[config.mk]
export PLATFORM = sky130hd
export DESIGN_NAME = ccr_flag_unit
export DESIGN_NICKNAME = d
export VERILOG_FILES = /design/src/rtl/ccr_pkg.sv /design/src/rtl/ccr_alu.sv /design/src/rtl/ccr_reg.sv /design/src/rtl/ccr_flag_unit.sv
export SDC_FILE = /design/constraint.sdc
export NUM_CORES = 1
export LEC_CHECK = 0
export CORE_ASPECT_RATIO = 1.25
export CORE_MARGIN = 2
export CORE_UTILIZATION = 35
export DETAILED_ROUTE_END_ITERATION = 16
export GPL_TIMING_DRIVEN = 0
export PLACE_DENSITY = 0.81
export SLEW_MARGIN = 0
export SYNTH_ARGS = -nofsm -noshare
export SYNTH_HDL_FRONTEND = slang
export SYNTH_SLANG_ARGS = --single-unit
[constraint.sdc]
create_clock -name clk -period 2.68 [get_ports clk]
set_clock_uncertainty 0.1 [all_clocks]
set_input_delay 0.67 -clock clk [delete_from_list [all_inputs] [get_ports clk]]
set_output_delay 0.67 -clock clk [all_outputs]
set_load 0.01 [all_outputs]
[src/rtl/ccr_pkg.sv]
package ccr_pkg;

    typedef enum logic [1:0] {
        OP_NONE = 2'd0,
        OP_ADD  = 2'd1,
        OP_SUB  = 2'd2,
        OP_CMP  = 2'd3
    } alu_op_e;

    typedef struct packed {
        logic s;
        logic x;
        logic h;
        logic i;
        logic n;
        logic z;
        logic v;
        logic c;
    } ccr_t;

    typedef struct packed {
        logic h;
        logic n;
        logic z;
        logic v;
        logic c;
    } aflags_t;

    localparam ccr_t CCR_POR = '{s: 1'b1, x: 1'b1, h: 1'b0, i: 1'b1,
                                 n: 1'b0, z: 1'b0, v: 1'b0, c: 1'b0};

endpackage

[src/rtl/ccr_alu.sv]
module ccr_alu
    import ccr_pkg::*;
#(
    parameter int W = 8
) (
    input  logic [W-1:0] a_i,
    input  logic [W-1:0] m_i,
    input  logic         is_add_i,
    output logic [W-1:0] res_o,
    output aflags_t      flg_o
);
    localparam int HB = W / 2;

    logic [W:0]  sum_w;
    logic [W:0]  dif_w;
    logic [HB:0] low_sum_w;
    logic        sa, sm, sr;

    always_comb begin
        sum_w     = {1'b0, a_i} + {1'b0, m_i};
        dif_w     = {1'b0, a_i} - {1'b0, m_i};
        low_sum_w = {1'b0, a_i[HB-1:0]} + {1'b0, m_i[HB-1:0]};
        res_o     = is_add_i ? sum_w[W-1:0] : dif_w[W-1:0];
        sa        = a_i[W-1];
        sm        = m_i[W-1];
        sr        = res_o[W-1];
        flg_o.h   = low_sum_w[HB];
        flg_o.c   = is_add_i ? sum_w[W] : dif_w[W];
        flg_o.n   = sr;
        flg_o.z   = (res_o == '0);
        flg_o.v   = is_add_i ? ((sa == sm) && (sr != sa))
                             : ((sa != sm) && (sr != sa));
    end
endmodule

[src/rtl/ccr_reg.sv]
module ccr_reg
    import ccr_pkg::*;
(
    input  logic    clk,
    input  logic    rst_n,
    input  logic    upd_arith_i,
    input  logic    upd_h_i,
    input  aflags_t flg_i,
    input  logic    set_i_i,
    input  logic    clr_i_i,
    input  logic    clr_x_i,
    input  logic    clr_s_i,
    output ccr_t    ccr_q
);
    ccr_t ccr_d;

    always_comb begin
        ccr_d = ccr_q;
        if (upd_arith_i) begin
            ccr_d.n = flg_i.n;
            ccr_d.z = flg_i.z;
            ccr_d.v = flg_i.v;
            ccr_d.c = flg_i.c;
        end
        if (upd_h_i) ccr_d.h = flg_i.h;
        if (clr_i_i) ccr_d.i = 1'b0;
        if (set_i_i) ccr_d.i = 1'b1;
        if (clr_x_i) ccr_d.x = 1'b0;
        if (clr_s_i) ccr_d.s = 1'b0;
    end

    always_ff @(posedge clk) begin
        if (!rst_n) ccr_q <= CCR_POR;
        else        ccr_q <= ccr_d;
    end

    assert_x_oneway_R8: assert property (@(posedge clk) disable iff (!rst_n)
        !ccr_q.x |=> !ccr_q.x);

    assert_s_oneway_R10: assert property (@(posedge clk) disable iff (!rst_n)
        !ccr_q.s |=> !ccr_q.s);

    assert_iset_wins_R9: assert property (@(posedge clk) disable iff (!rst_n)
        set_i_i |=> ccr_q.i);
endmodule

[src/rtl/ccr_flag_unit.sv]
module ccr_flag_unit
    import ccr_pkg::*;
#(
    parameter int W = 8
) (
    input  logic         clk,
    input  logic         rst_n,
    input  logic [1:0]   op_sel,
    input  logic [W-1:0] opnd_a,
    input  logic [W-1:0] opnd_m,
    input  logic         set_imask,
    input  logic         clr_imask,
    input  logic         clr_xmask,
    input  logic         clr_stop,
    output logic [W-1:0] result,
    output logic         acc_we,
    output logic [7:0]   ccr,
    output logic         stop_allowed
);
    alu_op_e op_w;
    aflags_t flg_w;
    ccr_t    ccr_w;
    logic    is_add_w;
    logic    active_w;

    always_comb begin
        op_w     = alu_op_e'(op_sel);
        is_add_w = (op_w == OP_ADD);
        active_w = (op_w != OP_NONE);
        acc_we   = (op_w == OP_ADD) || (op_w == OP_SUB);
    end

    ccr_alu #(.W(W)) u_alu (
        .a_i      (opnd_a),
        .m_i      (opnd_m),
        .is_add_i (is_add_w),
        .res_o    (result),
        .flg_o    (flg_w)
    );

    ccr_reg u_reg (
        .clk         (clk),
        .rst_n       (rst_n),
        .upd_arith_i (active_w),
        .upd_h_i     (is_add_w),
        .flg_i       (flg_w),
        .set_i_i     (set_imask),
        .clr_i_i     (clr_imask),
        .clr_x_i     (clr_xmask),
        .clr_s_i     (clr_stop),
        .ccr_q       (ccr_w)
    );

    always_comb begin
        ccr          = ccr_w;
        stop_allowed = ~ccr_w.s;
    end

    assert_hold_R7: assert property (@(posedge clk) disable iff (!rst_n)
        (op_sel == 2'd0) |=> ($stable(ccr[5]) && $stable(ccr[3:0])));

    assert_h_keep_R3: assert property (@(posedge clk) disable iff (!rst_n)
        (op_sel[1]) |=> $stable(ccr[5]));

    assert_zero_flag_R4: assert property (@(posedge clk) disable iff (!rst_n)
        (op_sel != 2'd0) |=> (ccr[2] == ($past(result) == '0)));

    assert_cmp_no_wb_R6: assert property (@(posedge clk) disable iff (!rst_n)
        (op_sel == 2'd3) |-> !acc_we);
endmodule

; Yosys cells after proc, flatten, opt, wreduce, memory -nomap -nowiden
; Cells that the tools add are included.
[op_classes]
eq_ne = 5
n_lt_le_gt_ge = 0
multipliers = 0
div_mod_pow = 0
bitwise = 2
n_addsub = 3
reduce_logical = 6
shift = 0
mux = 3
[op_table]
columns = cell, count
row1 = adder 8 x 8 -> 9 bit, 1
row2 = subtractor 8 x 8 -> 9 bit, 1
row3 = zero test 8 bit, 1
row4 = 2-to-1 mux 8 bit, 1
row5 = adder 4 x 4 -> 5 bit, 1
row6 = "equality test 2 x 1 -> 1 bit, second input constant", 1
row7 = "equality test 2 bit, second input constant", 1
row8 = logical AND 1 bit, 2
row9 = 2-to-1 mux 1 bit, 2
row10 = != test 1 bit, 2
row11 = NOT 1 bit, 2
row12 = nonzero test 2 bit, 1
row13 = OR reduction 2 bit, 1
row14 = equality test 1 bit, 1
row15 = logical OR 1 bit, 1
[totals]
output_inout_bits = 18
ram_bits = 0
n_memories = 0
latchBits = 0
wordCells = 27
in_bits = 24
rom_bits = 0
register_bits = 8

; Depth between registers and ports, before layout
[depth]
word_depth = 5
mapped_depth = 10
depth_no_buf = 10

; Cells and area by module
; A second synthesis with hierarchy kept.
[unflattened]
cells_unflattened = 139
hier_area_um2 = 1122.3
[modules_own_cells]
columns = module, area_each_um2, seq_area_each_um2, instances, cells_each
row1 = ccr_alu, 798.3, 0.0, 1, 108
row2 = ccr_reg, 284.0, 160.2, 1, 25
row3 = ccr_flag_unit, 40.0, 0.0, 1, 6

; Worst setup path after synthesis
; No wires, ideal clock.
[synth_path]
kind = input -> output
from = input opnd_m[4]
to = output result[5]
n_path_buf = 0
t_required_ns = 1.910
slack_ns = -0.184
path_stages = 7
arrival_ns = 2.094
path_cell_list = inv_1 -> ha_1 -> inv_1 -> and3_1 -> or4_1 -> o22ai_1 -> xor2_1
[synth_via]
elab_chain_len = 2
elab_cells_between_ends = 3
[synth_rtl]
columns = element, line
row1 = "start, declared", ccr_flag_unit.sv:10  ; input logic [W-1:0] opnd_m,
row2 = subtractor 8 x 8 -> 9 bit / adder 8 x 8 -> 9 bit (equally long branches), "ccr_alu.sv:21, ccr_alu.sv:20"
row3 = 2-to-1 mux 8 bit (*), ccr_alu.sv:23  ; res_o = is_add_i ? sum_w[W-1:0] : dif_w[W-1:0];
row4 = "end, declared", ccr_flag_unit.sv:15  ; output logic [W-1:0] result,
; Mark *: on every way between the ends. The rest lies on a longest branch, timed or not.

; Final worst setup path
[layout_path]
from = input opnd_m[0]
to = output result[6]
; The elaborated chain is that of the path after synthesis.

==> summary.md <==
| Metric | Value |
|---|---|
| Synth Net Count | `177` |
| Via count | `1,328` |
| Post-Synthesis Cell Area | `1020 um2` |
| Clock sinks | `8` |
| RSZ-0062 raised after global routing | `yes` |
| Root buffer cell | `clkbuf_4` |
| Gpl congestion | `0.849` |
| Pin count of the biggest net entering global routing | `11` |
| WS Path Type | `input pin to output port` |
| GRT Overall Usage | `24.8%` |
| Tmin final | `3.32 ns` |
| Starting density of the core | `37.4%` |
| CP max stage cell | `or4_4` |
| N_diodes | `0` |
| FF+latch area | `160 um2` |
| Clock Path Buffers | `2` |
| Worst-Margin Slew | `0.404 ns` |
| CTS tree | `done` |
| Final core utilization | `75.2%` |
| Nets | `250` |
| Antenna violations before repair | `0` |
| Post-CTS Hold Fix Bufs | `0` |
| Yosys warns | `0` |
| Switch share | `39.7%` |
| CP max FO | `2` |
| CP peak stage delay | `0.49 ns` |
| Max Slew Vio Count | `0` |
| Syn_area_per_cell | `7.69 um2` |
| Ports | `42` |
| Slew margin rel. | `72.9%` |
| Die area | `3370 um2` |
| Placed insts | `207` |
| Reg with most FFs | `u_reg.ccr_q` |
| Final std cells w/o fill | `238` |
| Endpoints failing setup | `7` |
| Sequential-to-total area share from yosys stat | `15.7%` |
| CTS H-Tree Depth | `1` |
| Pwr/cell area | `353 nW/um2` |
| Routed len/inst | `19.6 um` |
| Maximum vdd ir drop | `0.336 mV` |
| Layout cells sized above 1 | `55.9%` |
| Reg clk slew, reported paths | `0.05 ns` |
| Max FFs per register | `8` |
| Reg-to-Reg Start | `u_reg.ccr_q[1]$_SDFFE_PN0P_` |
| LEAKAGE | `0.000903 uW` |
| Final hold vios | `0` |
| Layout area overhead | `101%` |
| Combinational fraction of design power | `68.7%` |
| Die Y | `64.4 um` |
| Sequential share of power | `18.5%` |
| Fmax | `0.301 GHz` |
| Number of global-route vias before repair | `1,365` |
| Worst setup SP type | `input pin` |
| Failing checks | `setup timing` |
| Post-synthesis cell count | `133` |
| Flops & latches, synth | `8` |
| Cell internal pwr | `437 uW` |
| First-pass GRT wire length | `6220 um` |
| Critical Path RT | `1.91 ns` |
| DR iter-0 viols | `65` |
| Multi-input logic area | `1100 um2` |
| Status | `finished, violations left` |
| Worst skew pair latency | `0.25 ns` |
| Vias/cell | `5.58` |
| Hold Slack | `0.391 ns` |
| Fillers | `171` |
| Port Buf Inserts | `40` |
| Rows | `21` |
| Clock power share | `12.9%` |
| DRC errors left | `0` |
| Detailed-route wire length | `4670 um` |
| Final Cycle Share | `124%` |
| Routed Antenna Nets | `0` |
| Max cap viols | `0` |
| Switch Pwr | `288 uW` |
| Worst reg-to-reg setup slack | `1.82 ns` |
| Final WS setup | `-0.644 ns` |
| Core area | `2730 um2` |
| Endpoint class of the critical path | `output port` |
| Die width | `52.3 um` |
| Worst setup startpoint | `opnd_m[0]` |
| Hold Crit Class | `register to register` |
| Crit path DAT | `2.55 ns` |
| Count of different cell masters after synthesis | `36` |
| Post-DP HPWL | `2360 um` |
| Hold Crit Start | `u_reg.ccr_q[6]$_SDFFE_PN1P_` |
| Worst path cell trace | `buf_8, ha_4, inv_2, fa_2, o21bai_1, a21oi_2, nor2_1, or4_4, o211ai_1, xnor2_1, buf_2` |
| First-pass DRT Iterations | `5` |
| CTS buffer count | `3` |
| Grt ovf | `0` |
| Largest regs | `u_reg.ccr_q: 8 flops` |
-- cell usage in the layout (no fill, tap or decap), drive strengths merged, types with 6 or more instances in the layout --
cell / n
nand2: 8
a21oi: 8
ha: 18
buf: 47
clkbuf: 8
inv: 22
xnor2: 6
nor2: 7
clkdlybuf4s50: 17
dfxtp: 8
o21ai: 10
-- per-stage QoR --
step                      power (uW)  cell area (um2)  setup slack (ns)  TNS [ns]
after floorplan                  312             1100            -0.105    -0.219
after global placement           452             1540             -1.31     -8.99
after detailed placement         461             1540             -1.32     -9.62
after CTS                        634             1890            -0.505     -1.55
after global routing             757             2050            -0.731     -2.38
final                            725             2050            -0.644     -2.03
-- layer usage --
| layer | vias to the layer above | GRT usage, % | part of all wire (%) |
|---|---|---|---|
| li1 | 600 | - | - |
| met5 | - | 0 | 0 |
| met1 | 627 | 23.3 | 33 |
| met4 | 0 | 17.3 | 5.6 |
| met3 | 24 | 4.61 | 5.1 |
| met2 | 77 | 46.1 | 56 |
-- path summary, 6_finish.rpt --
check	end	cells past startpoint
setup / recovery	result[6]	11
hold / removal	u_reg.ccr_q[6]$_SDFFE_PN1P_	2
setup reg to reg	u_reg.ccr_q[1]$_SDFFE_PN0P_	2
hold reg to reg	u_reg.ccr_q[6]$_SDFFE_PN1P_	2
-- final cells by class --
type | count | share of cell area [%]
multi-input combinational | 99 | 53.7
timing repair buffer | 69 | 29.7
sequential | 8 | 7.80
inverter | 23 | 5.12
tap | 34 | 2.07
clock buffer | 3 | 1.10
buffer | 2 | 0.548
-- power groups by stage --
stage                     logic, uW  registers [uW]  clock network, uW
after floorplan                 172             140                  0
after global placement          317             135                  0
after detailed placement        325             136                  0
after CTS                       407             133               93.1
after global routing            524             135               98.5
final                           498             134               93.2
-- worst max-delay path, delay by kind of cell --
family | cells | cell delay, ns
simple gates | 2 | 0.59
compound gates | 3 | 0.41
fa+ha+maj | 2 | 0.38
buf+inv | 3 | 0.33
xor+xnor | 1 | 0.18
-- logic make-up after synthesis --
group                      synth area share, %
AOI/OAI and AO/OA                         19.7
DFF                                       15.7
buffers and inverters                     10.0
xor gates and xnor gates                  6.00
adders and majority gates                 25.9
and+or+nand+nor                           19.7
muxes                                     2.94
-- what timing repair did --
item                                    4_1_cts  5_1_grt
pin swaps                                    32       23
buffers inserted                             25        7
endpoints found under the setup margin       13        8
resized for setup                           141       38
-- synth_stat cells (all sizes together) --
library cell | count | share of area (%)
a211oi | 2 | 2.0
a21boi | 1 | 0.73
a21oi | 8 | 3.9
a31o | 1 | 0.86
a31oi | 1 | 0.61
and3 | 2 | 1.2
buf | 2 | 1.2
clkbuf | 1 | 0.37
dfxtp | 8 | 16
fa | 2 | 3.9
ha | 18 | 22
inv | 23 | 8.4
mux2i | 3 | 2.9
nand2 | 8 | 2.9
nand2b | 2 | 1.2
nand3 | 3 | 1.5
nand3b | 2 | 1.5
nor2 | 7 | 2.6
nor2b | 3 | 1.8
nor3 | 3 | 1.5
nor3b | 2 | 2.0
nor4 | 1 | 0.61
o2111ai | 1 | 0.86
o211a | 1 | 0.98
o211ai | 2 | 1.5
o21a | 2 | 1.5
o21ai | 10 | 4.9
o21bai | 1 | 0.73
o22ai | 2 | 1.2
or4 | 4 | 2.9
xnor2 | 6 | 5.1
xor2 | 1 | 0.86
Power figures use the tool's default switching activity.
